$ cat config.mk
export PLATFORM = sky130hd
export DESIGN_NAME = incdec_unit
export DESIGN_NICKNAME = d
export VERILOG_FILES = /design/src/rtl/incdec_unit.sv
export SDC_FILE = /design/constraint.sdc
export NUM_CORES = 1
export LEC_CHECK = 0
export BUFFER_PORTS_ARGS = -buffer_cell sky130_fd_sc_hd__buf_2
export CORE_MARGIN = 4
export CORE_UTILIZATION = 32
export DETAILED_ROUTE_END_ITERATION = 8
export HOLD_SLACK_MARGIN = 0.12
export SLEW_MARGIN = 20
export SYNTH_ARGS = -nofsm -noshare
export SYNTH_HDL_FRONTEND = slang
export SYNTH_SLANG_ARGS = --single-unit
$ cat constraint.sdc
create_clock -name clk -period 6.04 [get_ports clk]
set_input_delay 1.208 -clock clk [delete_from_list [all_inputs] [get_ports clk]]
set_output_delay 1.208 -clock clk [all_outputs]
set_load 0.02 [all_outputs]
$ cat src/rtl/incdec_unit.sv
`timescale 1ns/1ps
module incdec_unit #(
  parameter int W = 16
) (
  input  logic              clk,
  input  logic              rst_n,
  input  logic              go,
  input  logic [2:0]        mode,
  input  logic [2:0]        sel_r,
  input  logic [2:0]        sel_s,
  input  logic [6*W-1:0]    reg_in,
  output logic [6*W-1:0]    reg_out,
  output logic [5:0]        reg_we,
  output logic              flag_upd,
  output logic              flag_z,
  output logic              flag_n,
  output logic              flag_v
);
  localparam int NREG = 6;
  localparam logic [2:0] M_INC   = 3'd0;
  localparam logic [2:0] M_DEC   = 3'd1;
  localparam logic [2:0] M_INCM  = 3'd2;
  localparam logic [2:0] M_DECM  = 3'd3;
  localparam logic [2:0] M_INDEC = 3'd4;
  localparam logic [2:0] M_IMPL  = 3'd5;

  logic [NREG*W-1:0] nx_out;
  logic [NREG-1:0]   nx_we, aff, zero_v, neg_v, ov_v;

  for (genvar i = 0; i < NREG; i++) begin : g_slot
    localparam logic [2:0] SEL = 3'(i + 1);
    localparam bit IMPL_DN = (i == 2);
    localparam bit IMPL_UP = (i == 3) || (i == 4);
    logic [W-1:0] cur, upd;
    logic hr, hs, inc, dec, fo;

    assign cur = reg_in[i*W +: W];
    assign hr  = (sel_r == SEL);
    assign hs  = (sel_s == SEL);

    always_comb begin
      inc = 1'b0;
      dec = 1'b0;
      fo  = 1'b0;
      case (mode)
        M_INC:   inc = hr;
        M_DEC:   dec = hr;
        M_INCM:  inc = hr | hs;
        M_DECM:  dec = hr | hs;
        M_INDEC: begin
          inc = hr & ~hs;
          dec = hs & ~hr;
          fo  = hr & hs;
        end
        M_IMPL: begin
          inc = IMPL_UP;
          dec = IMPL_DN;
        end
        default: ;
      endcase
    end

    assign upd       = inc ? cur + W'(1) : cur - W'(1);
    assign aff[i]    = inc | dec | fo;
    assign nx_we[i]  = inc | dec;
    assign zero_v[i] = ~aff[i] | (upd == '0);
    assign neg_v[i]  = aff[i] & upd[W-1];
    assign ov_v[i]   = (inc & (&cur)) | ((dec | fo) & (cur == '0));
    assign nx_out[i*W +: W] = nx_we[i] ? upd : cur;
  end

  always_ff @(posedge clk) begin
    if (!rst_n) begin
      reg_out  <= '0;
      reg_we   <= '0;
      flag_upd <= 1'b0;
      flag_z   <= 1'b0;
      flag_n   <= 1'b0;
      flag_v   <= 1'b0;
    end else if (go) begin
      reg_out  <= nx_out;
      reg_we   <= nx_we;
      flag_upd <= |aff;
      flag_z   <= (|aff) & (&zero_v);
      flag_n   <= |neg_v;
      flag_v   <= |ov_v;
    end else begin
      reg_we   <= '0;
      flag_upd <= 1'b0;
      flag_z   <= 1'b0;
      flag_n   <= 1'b0;
      flag_v   <= 1'b0;
    end
  end


  idle_quiet_chk: assert property (@(posedge clk) disable iff (!rst_n)
    !go |=> (reg_we == '0) && !flag_upd);


  inc_a_step_chk: assert property (@(posedge clk) disable iff (!rst_n)
    go && mode == M_INC && sel_r == 3'd1 |=>
      reg_out[W-1:0] == $past(reg_in[W-1:0]) + W'(1));


  pair_count_chk: assert property (@(posedge clk) disable iff (!rst_n)
    go && (mode == M_INCM || mode == M_DECM) |=> $countones(reg_we) <= 2);


  indec_same_chk: assert property (@(posedge clk) disable iff (!rst_n)
    go && mode == M_INDEC && sel_r == sel_s |=> reg_we == '0);


  impl_set_chk: assert property (@(posedge clk) disable iff (!rst_n)
    go && mode == M_IMPL |=> reg_we == 6'b011100 && flag_upd);


  bad_mode_chk: assert property (@(posedge clk) disable iff (!rst_n)
    go && mode > M_IMPL |=> reg_we == '0 && !flag_upd);


  flag_gate_chk: assert property (@(posedge clk) disable iff (!rst_n)
    (flag_z || flag_n || flag_v || reg_we != '0) |-> flag_upd);
endmodule

==> impl_metrics.json, run 1 <==
{
  "outcome": "finished, final reports clean",
  "initial_utilization_pct": 32.4,
  "synth_top_family_by_area": "compound AO/OA/AOI/OAI gates",
  "fillers": 3179,
  "grt_max_degree": 68,
  "worstPathRequired_ps": 6340,
  "row_count": 64,
  "cts_setup_buffers": 0,
  "yosys-top-cells-area": "dfxtp_1, ha_1, nor2_1, xnor2_1, a21oi_1",
  "gp_congestion": 0.877,
  "synth_commonest_cells": "nor2_1, a21oi_1, dfxtp_1",
  "period_share_pct": 88.4,
  "cts.htree.levels": 3,
  "diodes": 0,
  "setup_viol": 0,
  "tightest_slew_ps": 1080,
  "grt_usage_pct": 19.2,
  "design_area_mm2": 0.0117,
  "fmax_ghz": 0.187,
  "first_global_vias": 9854,
  "placed_cell_area_mm2": 0.0114,
  "yosysWarnings": 0,
  "ys_seq_area_share_pct": 21.4,
  "setup_tns_ps": 0,
  "clock_sinks": 106,
  "chipHeight_um": 184,
  "maxSlewViolCount": 0,
  "dr.pass1.iters": 5,
  "drtAntennaViolNets": 0,
  "wl_mm": 33.1,
  "antenna_found_initial": 1,
  "cts_tree": "yes",
  "syn_to_final_growth_pct": 17.8,
  "synthFlopType": "dfxtp_1",
  "synth-compound-area-share_pct": 27.0,
  "grt_overflow_total": 0,
  "vias": 10200,
  "hold_viol_final": 0,
  "dp_hpwl_mm": 26.2,
  "skew_ps": 0,
  "powerDensity_mw_per_mm2": 207,
  "die_area_mm2": 0.0338,
  "synth_async_sr_flop_share_pct": 0,
  "cts_hold_buffers": 0,
  "synth_fp_nets": 1475,
  "critPathKind": "input port to flop",
  "synth_xor_area_share_pct": 8.21,
  "wl_per_cell_um": 17.9,
  "synth_area_mm2": 0.00991,
  "port_buffers": 213,
  "irDropWorstVdd_mv": 0.115,
  "ys_seq_elements": 106,
  "synthMuxAreaShare_pct": 5.38,
  "crit_fanout": 16,
  "synth_simple_gate_area_share_pct": 21.6,
  "cts_resized": 0,
  "period_needed_ps": 5340,
  "p_leak_nw": 5.06,
  "relSlewSlack_pct": 27.8,
  "synth.distinct_cells": 83,
  "fp.coreArea_mm2": 0.0306,
  "rsz0062_at_grt": "false",
  "crit_path_start_kind": "input port",
  "clkSlewWorstSetupHoldPaths_ps": 80,
  "hold_path_class": "flop to flop",
  "avgSynthCellArea_um2": 7.82,
  "avgViaCountPerCell": 5.53,
  "drive_above_1_share_pct": 18.5,
  "synth_top_cell_area_share_pct": 21.4,
  "endpoint_kind": "flop",
  "yosysMostFrequentCell": "nor2_1",
  "grt_first_pass_wirelength_mm": 52.9,
  "synth_enable_flop_cells": 0,
  "synth_fa_ha_area_share_pct": 13.1,
  "insertion_delay_ps": 370,
  "ioPinCount": 214,
  "drt_iter0_drc": 648,
  "syn_inst": 1267,
  "cap_violations": 0,
  "cts-root-buf": "clkbuf_16",
  "numCtsBuffers": 9,
  "nets": 1660,
  "remaining_drc_errors": 0,
  "synth_top_area_cell": "dfxtp_1",
  "clockBufferDepth": 2,
  "die_w_um": 184,
  "arrival_ps": 5630
}
area by class of cell:
class	instances	area [µm²]	share of cell area, %
inverter	28	105	0.901
clock inverter	4	58.8	0.504
multi-input combinational	1080	7460	64.0
clock buffer	12	246	2.11
tap	396	495	4.25
sequential	106	2120	18.2
timing repair buffer	227	1180	10.1
critical path, stage by stage:
cell      delay [ps]
buf_2            130
nor3b_2          380
nor2_1            70
nor2_1           110
nor2_1            50
a22o_1           320
inv_1            450
ha_1             380
a211oi_1         390
o21ai_1          160
a21o_1           200
a311o_1          410
xor2_1           190
or4_1            510
or4_1            450
a221oi_2         220
layer usage:
metal / wire length [µm] / global-route usage, %
met4: 497 / 4.29
met3: 2190 / 4.33
met1: 15600 / 26.6
met5: 13 / 0
met2: 14800 / 30.4
power by group:
part           internal [W]  leakage (nW)  total [W]  switching, W
logic              0.000381          4.03   0.000985      0.000603
registers          0.000754         0.879   0.000782     0.0000282
clock network      0.000340         0.149   0.000649      0.000309
total               0.00147          5.06    0.00242      0.000941
path summary, 6_finish.rpt:
kind                                   from           to  slack (ps)  cells after the start
worst max-delay path               sel_s[1]       flag_z         700                     16
worst min-delay path            reg_out[95]  reg_out[95]         480                      2
worst max register to register  reg_out[79]  reg_out[79]        5270                      2
worst min register to register  reg_out[95]  reg_out[95]         480                      2
cells in the final DEF, fill, tap and decap left out, types with 8 or more instances in the layout:
master,count
buf_2,212
nand2_1,97
nor3_1,21
nor2_1,161
clkbuf_16,9
mux2i_1,51
xor2_1,25
inv_1,27
o21ai_1,16
buf_4,14
or4_1,8
ha_1,94
a311oi_1,22
dfxtp_1,106
and3_1,10
o21a_1,15
a21o_1,32
nor4_1,37
o21bai_1,18
a31oi_1,10
nand3_1,11
o211ai_1,10
o21ai_0,71
nand4_1,37
a21oi_1,102
a211oi_1,44
xnor2_1,61
state kept, by name, indices dropped and copies added, names as in the netlist:
register,cells
flag_n,1
flag_upd,1
flag_v,1
flag_z,1
reg_out,96
reg_we,6
kinds of logic (layout without fill, tap and decap cells):
family          after synthesis  count (layout)
xor+xnor                     89              89
simple gates                437             437
flops                       106             106
compound gates              401             401
mux                          53              53
fa+ha+maj                   100             100
buf+inv                      81             271
per-stage QoR:
step	setup WS (ps)	std cells	total power [W]	util (%)	hold slack, ps
6_report	702	1853	0.00242	38.2	483
5_1_grt	273	1853	0.00258	38.2	506
4_1_cts	721	1853	0.00244	38.2	487
3_5_place_dp	333	1837	0.00178	37.2	472
3_3_place_gp	430	1837	0.00177	37.2	464
2_1_floorplan	808	1267	0.00148	-	556
(Power assumes the default switching activity.)
==> inputs of run 2 (changes only) <==
--- a/config.mk
+++ b/config.mk
@@ -5,11 +5,13 @@
 export SDC_FILE = /design/constraint.sdc
 export NUM_CORES = 1
 export LEC_CHECK = 0
+export ABC_AREA = 1
 export BUFFER_PORTS_ARGS = -buffer_cell sky130_fd_sc_hd__buf_2
 export CORE_MARGIN = 4
-export CORE_UTILIZATION = 32
+export CORE_UTILIZATION = 58
 export DETAILED_ROUTE_END_ITERATION = 8
-export HOLD_SLACK_MARGIN = 0.12
+export HOLD_SLACK_MARGIN = 0.1
+export PLACE_DENSITY = 0.83
 export SLEW_MARGIN = 20
 export SYNTH_ARGS = -nofsm -noshare
 export SYNTH_HDL_FRONTEND = slang
==> run 2 against run 1 <==
Count of clock-buffer cells in the layout is 2 lower. Cell count increased by 32%. Synthesized area rose by 15%. Global-route usage increased by 14 points. Fmax rose by 30%. Setup slack better by 1200 ps. Utilization grew 29 points. Highest routed layer unchanged. Flip-flop and latch count unchanged. Power grew 1.4%. Final area increased by 11%. Synthesized cell count increased by 57%. First-iteration DRC count is 69% higher.
==> impl_metrics.json, run 2 <==
{
  "diodes": 0,
  "avgViaCountPerCell": 5.66,
  "initial_utilization_pct": 58.9,
  "critPathSlowestCell": "ha_1",
  "port_buffers": 213,
  "crit_top_cell": "nand2_1",
  "crit_path_start_kind": "input port",
  "nets": 2377,
  "wl_mm": 37.0,
  "die_area_mm2": 0.0220,
  "powerDensity_mw_per_mm2": 189,
  "syn_to_final_growth_pct": 13.4,
  "clock_sinks": 106,
  "cts_setup_buffers": 0,
  "gp_congestion": 1.00,
  "hold_path_class": "flop to flop",
  "fin_total_pwr_w": 0.00245,
  "crit_family": "simple AND/OR/NAND/NOR gates",
  "cp_cell_sequence": "buf_2, nor2_1, inv_1, nor2_2, nand2_1, nand3_4, inv_1, ha_1, inv_1, nand2_1, nand4_1, nand2_1, nand2_1, nand2_1, nand3_1, nand2_1, nand3_1, nor2_1, nor2_1, nor2_1, nand2_1, nor2_1",
  "period_share_pct": 68.1,
  "cts.htree.levels": 3,
  "crit_fanout": 14,
  "fp.coreArea_mm2": 0.0194,
  "irDropWorstVdd_mv": 0.143,
  "yosysWarnings": 0,
  "setup_tns_ps": 0,
  "ys_seq_elements": 106,
  "dp_hpwl_mm": 29.2,
  "row_count": 51,
  "synth_top_area_cell": "nand2_1",
  "synth_commonest_cells": "nand2_1, inv_1, a21oi_1",
  "synth.distinct_cells": 46,
  "ioPinCount": 214,
  "design_area_mm2": 0.0130,
  "grt_first_pass_wirelength_mm": 60.2,
  "drtAntennaViolNets": 0,
  "critPathKind": "input port to flop",
  "hold_viol_final": 0,
  "synthFlopType": "dfxtp_1",
  "endpoint_kind": "flop",
  "fmax_ghz": 0.243,
  "skew_ps": 0,
  "cts_hold_buffers": 0,
  "remaining_drc_errors": 0,
  "vias": 13800,
  "final_common_cell": "nand2_1",
  "arrival_ps": 4410,
  "cts_tree": "yes",
  "regMostFlops": "reg_out",
  "drt_iter0_drc": 1097,
  "first_global_vias": 12500,
  "slowest_delay_ps": 500,
  "largest_reg_flops": 96,
  "worstPathRequired_ps": 6340,
  "final_cell_mix": "nand2_1, inv_1, buf_2",
  "cts-root-buf": "clkbuf_16",
  "synth_top_cell_area_share_pct": 21.4,
  "critPathBufInv": 4,
  "wl_per_cell_um": 15.2,
  "synth_area_mm2": 0.0114,
  "top_regs": "reg_out (96), reg_we (6)",
  "numCtsBuffers": 9,
  "period_needed_ps": 4110,
  "clkSlewWorstSetupHoldPaths_ps": 70,
  "p_leak_nw": 6.98,
  "relSlewSlack_pct": 30.0,
  "tightest_slew_ps": 1050,
  "hold_ws_ps": 461,
  "setup_viol": 0,
  "chipHeight_um": 148,
  "synth_async_sr_flop_share_pct": 0,
  "synth_fp_nets": 2196,
  "grt_usage_pct": 32.8,
  "grt_max_degree": 95,
  "clockBufferDepth": 2,
  "grt_overflow_total": 0,
  "syn_inst": 1988,
  "rsz0062_at_grt": "false",
  "synth_enable_flop_cells": 0,
  "die_w_um": 148,
  "placed_cell_area_mm2": 0.0127,
  "insertion_delay_ps": 360,
  "ys_seq_area_share_pct": 18.6,
  "yosys-top-cells-area": "nand2_1, dfxtp_1, ha_1, a21oi_1, inv_1",
  "cap_violations": 0,
  "yosysMostFrequentCell": "nand2_1",
  "outcome": "finished, final reports clean",
  "antenna_found_initial": 3,
  "maxSlewViolCount": 0,
  "cts_resized": 0,
  "fillers": 1922,
  "drive_above_1_share_pct": 12.6,
  "dr.pass1.iters": 7,
  "avgSynthCellArea_um2": 5.75,
  "utilization_pct": 66.8
}
run 2: cell count changes after synthesis, moves of 18 or more:
cell      before  now
mux2i_1       51    0
xnor2_1       61    3
a21oi_1      106  202
nand2_1       97  652
o21ai_0       71   50
a211oi_1      44    0
o21ai_1       16   38
o211ai_1      10   28
inv_1         27  244
a311oi_1      22    0
nand3_1       11  143
a21o_1        32    6
run 2: cell type report:
type	instances	area, µm²	area share (%)
tap	265	332	2.56
multi-input combinational	1573	8120	62.6
timing repair buffer	217	1100	8.45
clock inverter	6	73.8	0.569
clock buffer	10	239	1.84
sequential	106	2120	16.4
inverter	262	986	7.61
run 2: path summary, 6_finish.rpt:
kind	start	cells after the start	slack, ps	end
max	mode[2]	22	1930	flag_z
min	reg_out[43]	2	460	reg_out[43]
max reg2reg	reg_out[79]	2	5290	reg_out[79]
min reg2reg	reg_out[43]	2	460	reg_out[43]
run 2: kinds of logic (layout without fill, tap and decap cells):
logic type                 Yosys count  count (layout)  share of synthesized area, %
AOI/OAI and AO/OA                  364             364                          17.3
adders and majority gates          100             100                          11.3
buffers and inverters              309             495                          10.4
and+or+nand+nor                   1098            1098                          41.5
DFF                                106             106                          18.6
xor gates and xnor gates            11              11                         0.843
run 2: per-stage QoR:
stage	instances	setup WS, ps
2_1_floorplan	1988	2440
3_3_place_gp	2423	1710
3_5_place_dp	2423	1660
4_1_cts	2439	2040
5_1_grt	2439	1610
6_report	2439	1930
run 2: layer usage:
layer,global-route usage (%),routed length (µm),vias to the layer above
li1,-,-,6963
met1,44.1,16100,6143
met2,54.9,16700,591
met3,3.87,3030,97
met4,11.0,1160,6
met5,0,36,-
run 2: report_power, final:
group	total [W]	internal [W]	switching [W]
Clock	0.000638	0.000339	0.000299
Combinational	0.00104	0.000340	0.000698
Sequential	0.000775	0.000749	0.0000258
run 2: tightest hold or removal path, stage by stage, from the launching register on:
cell and delay, ps:
dfxtp_1 310, nand2_1 60, a21oi_1 50
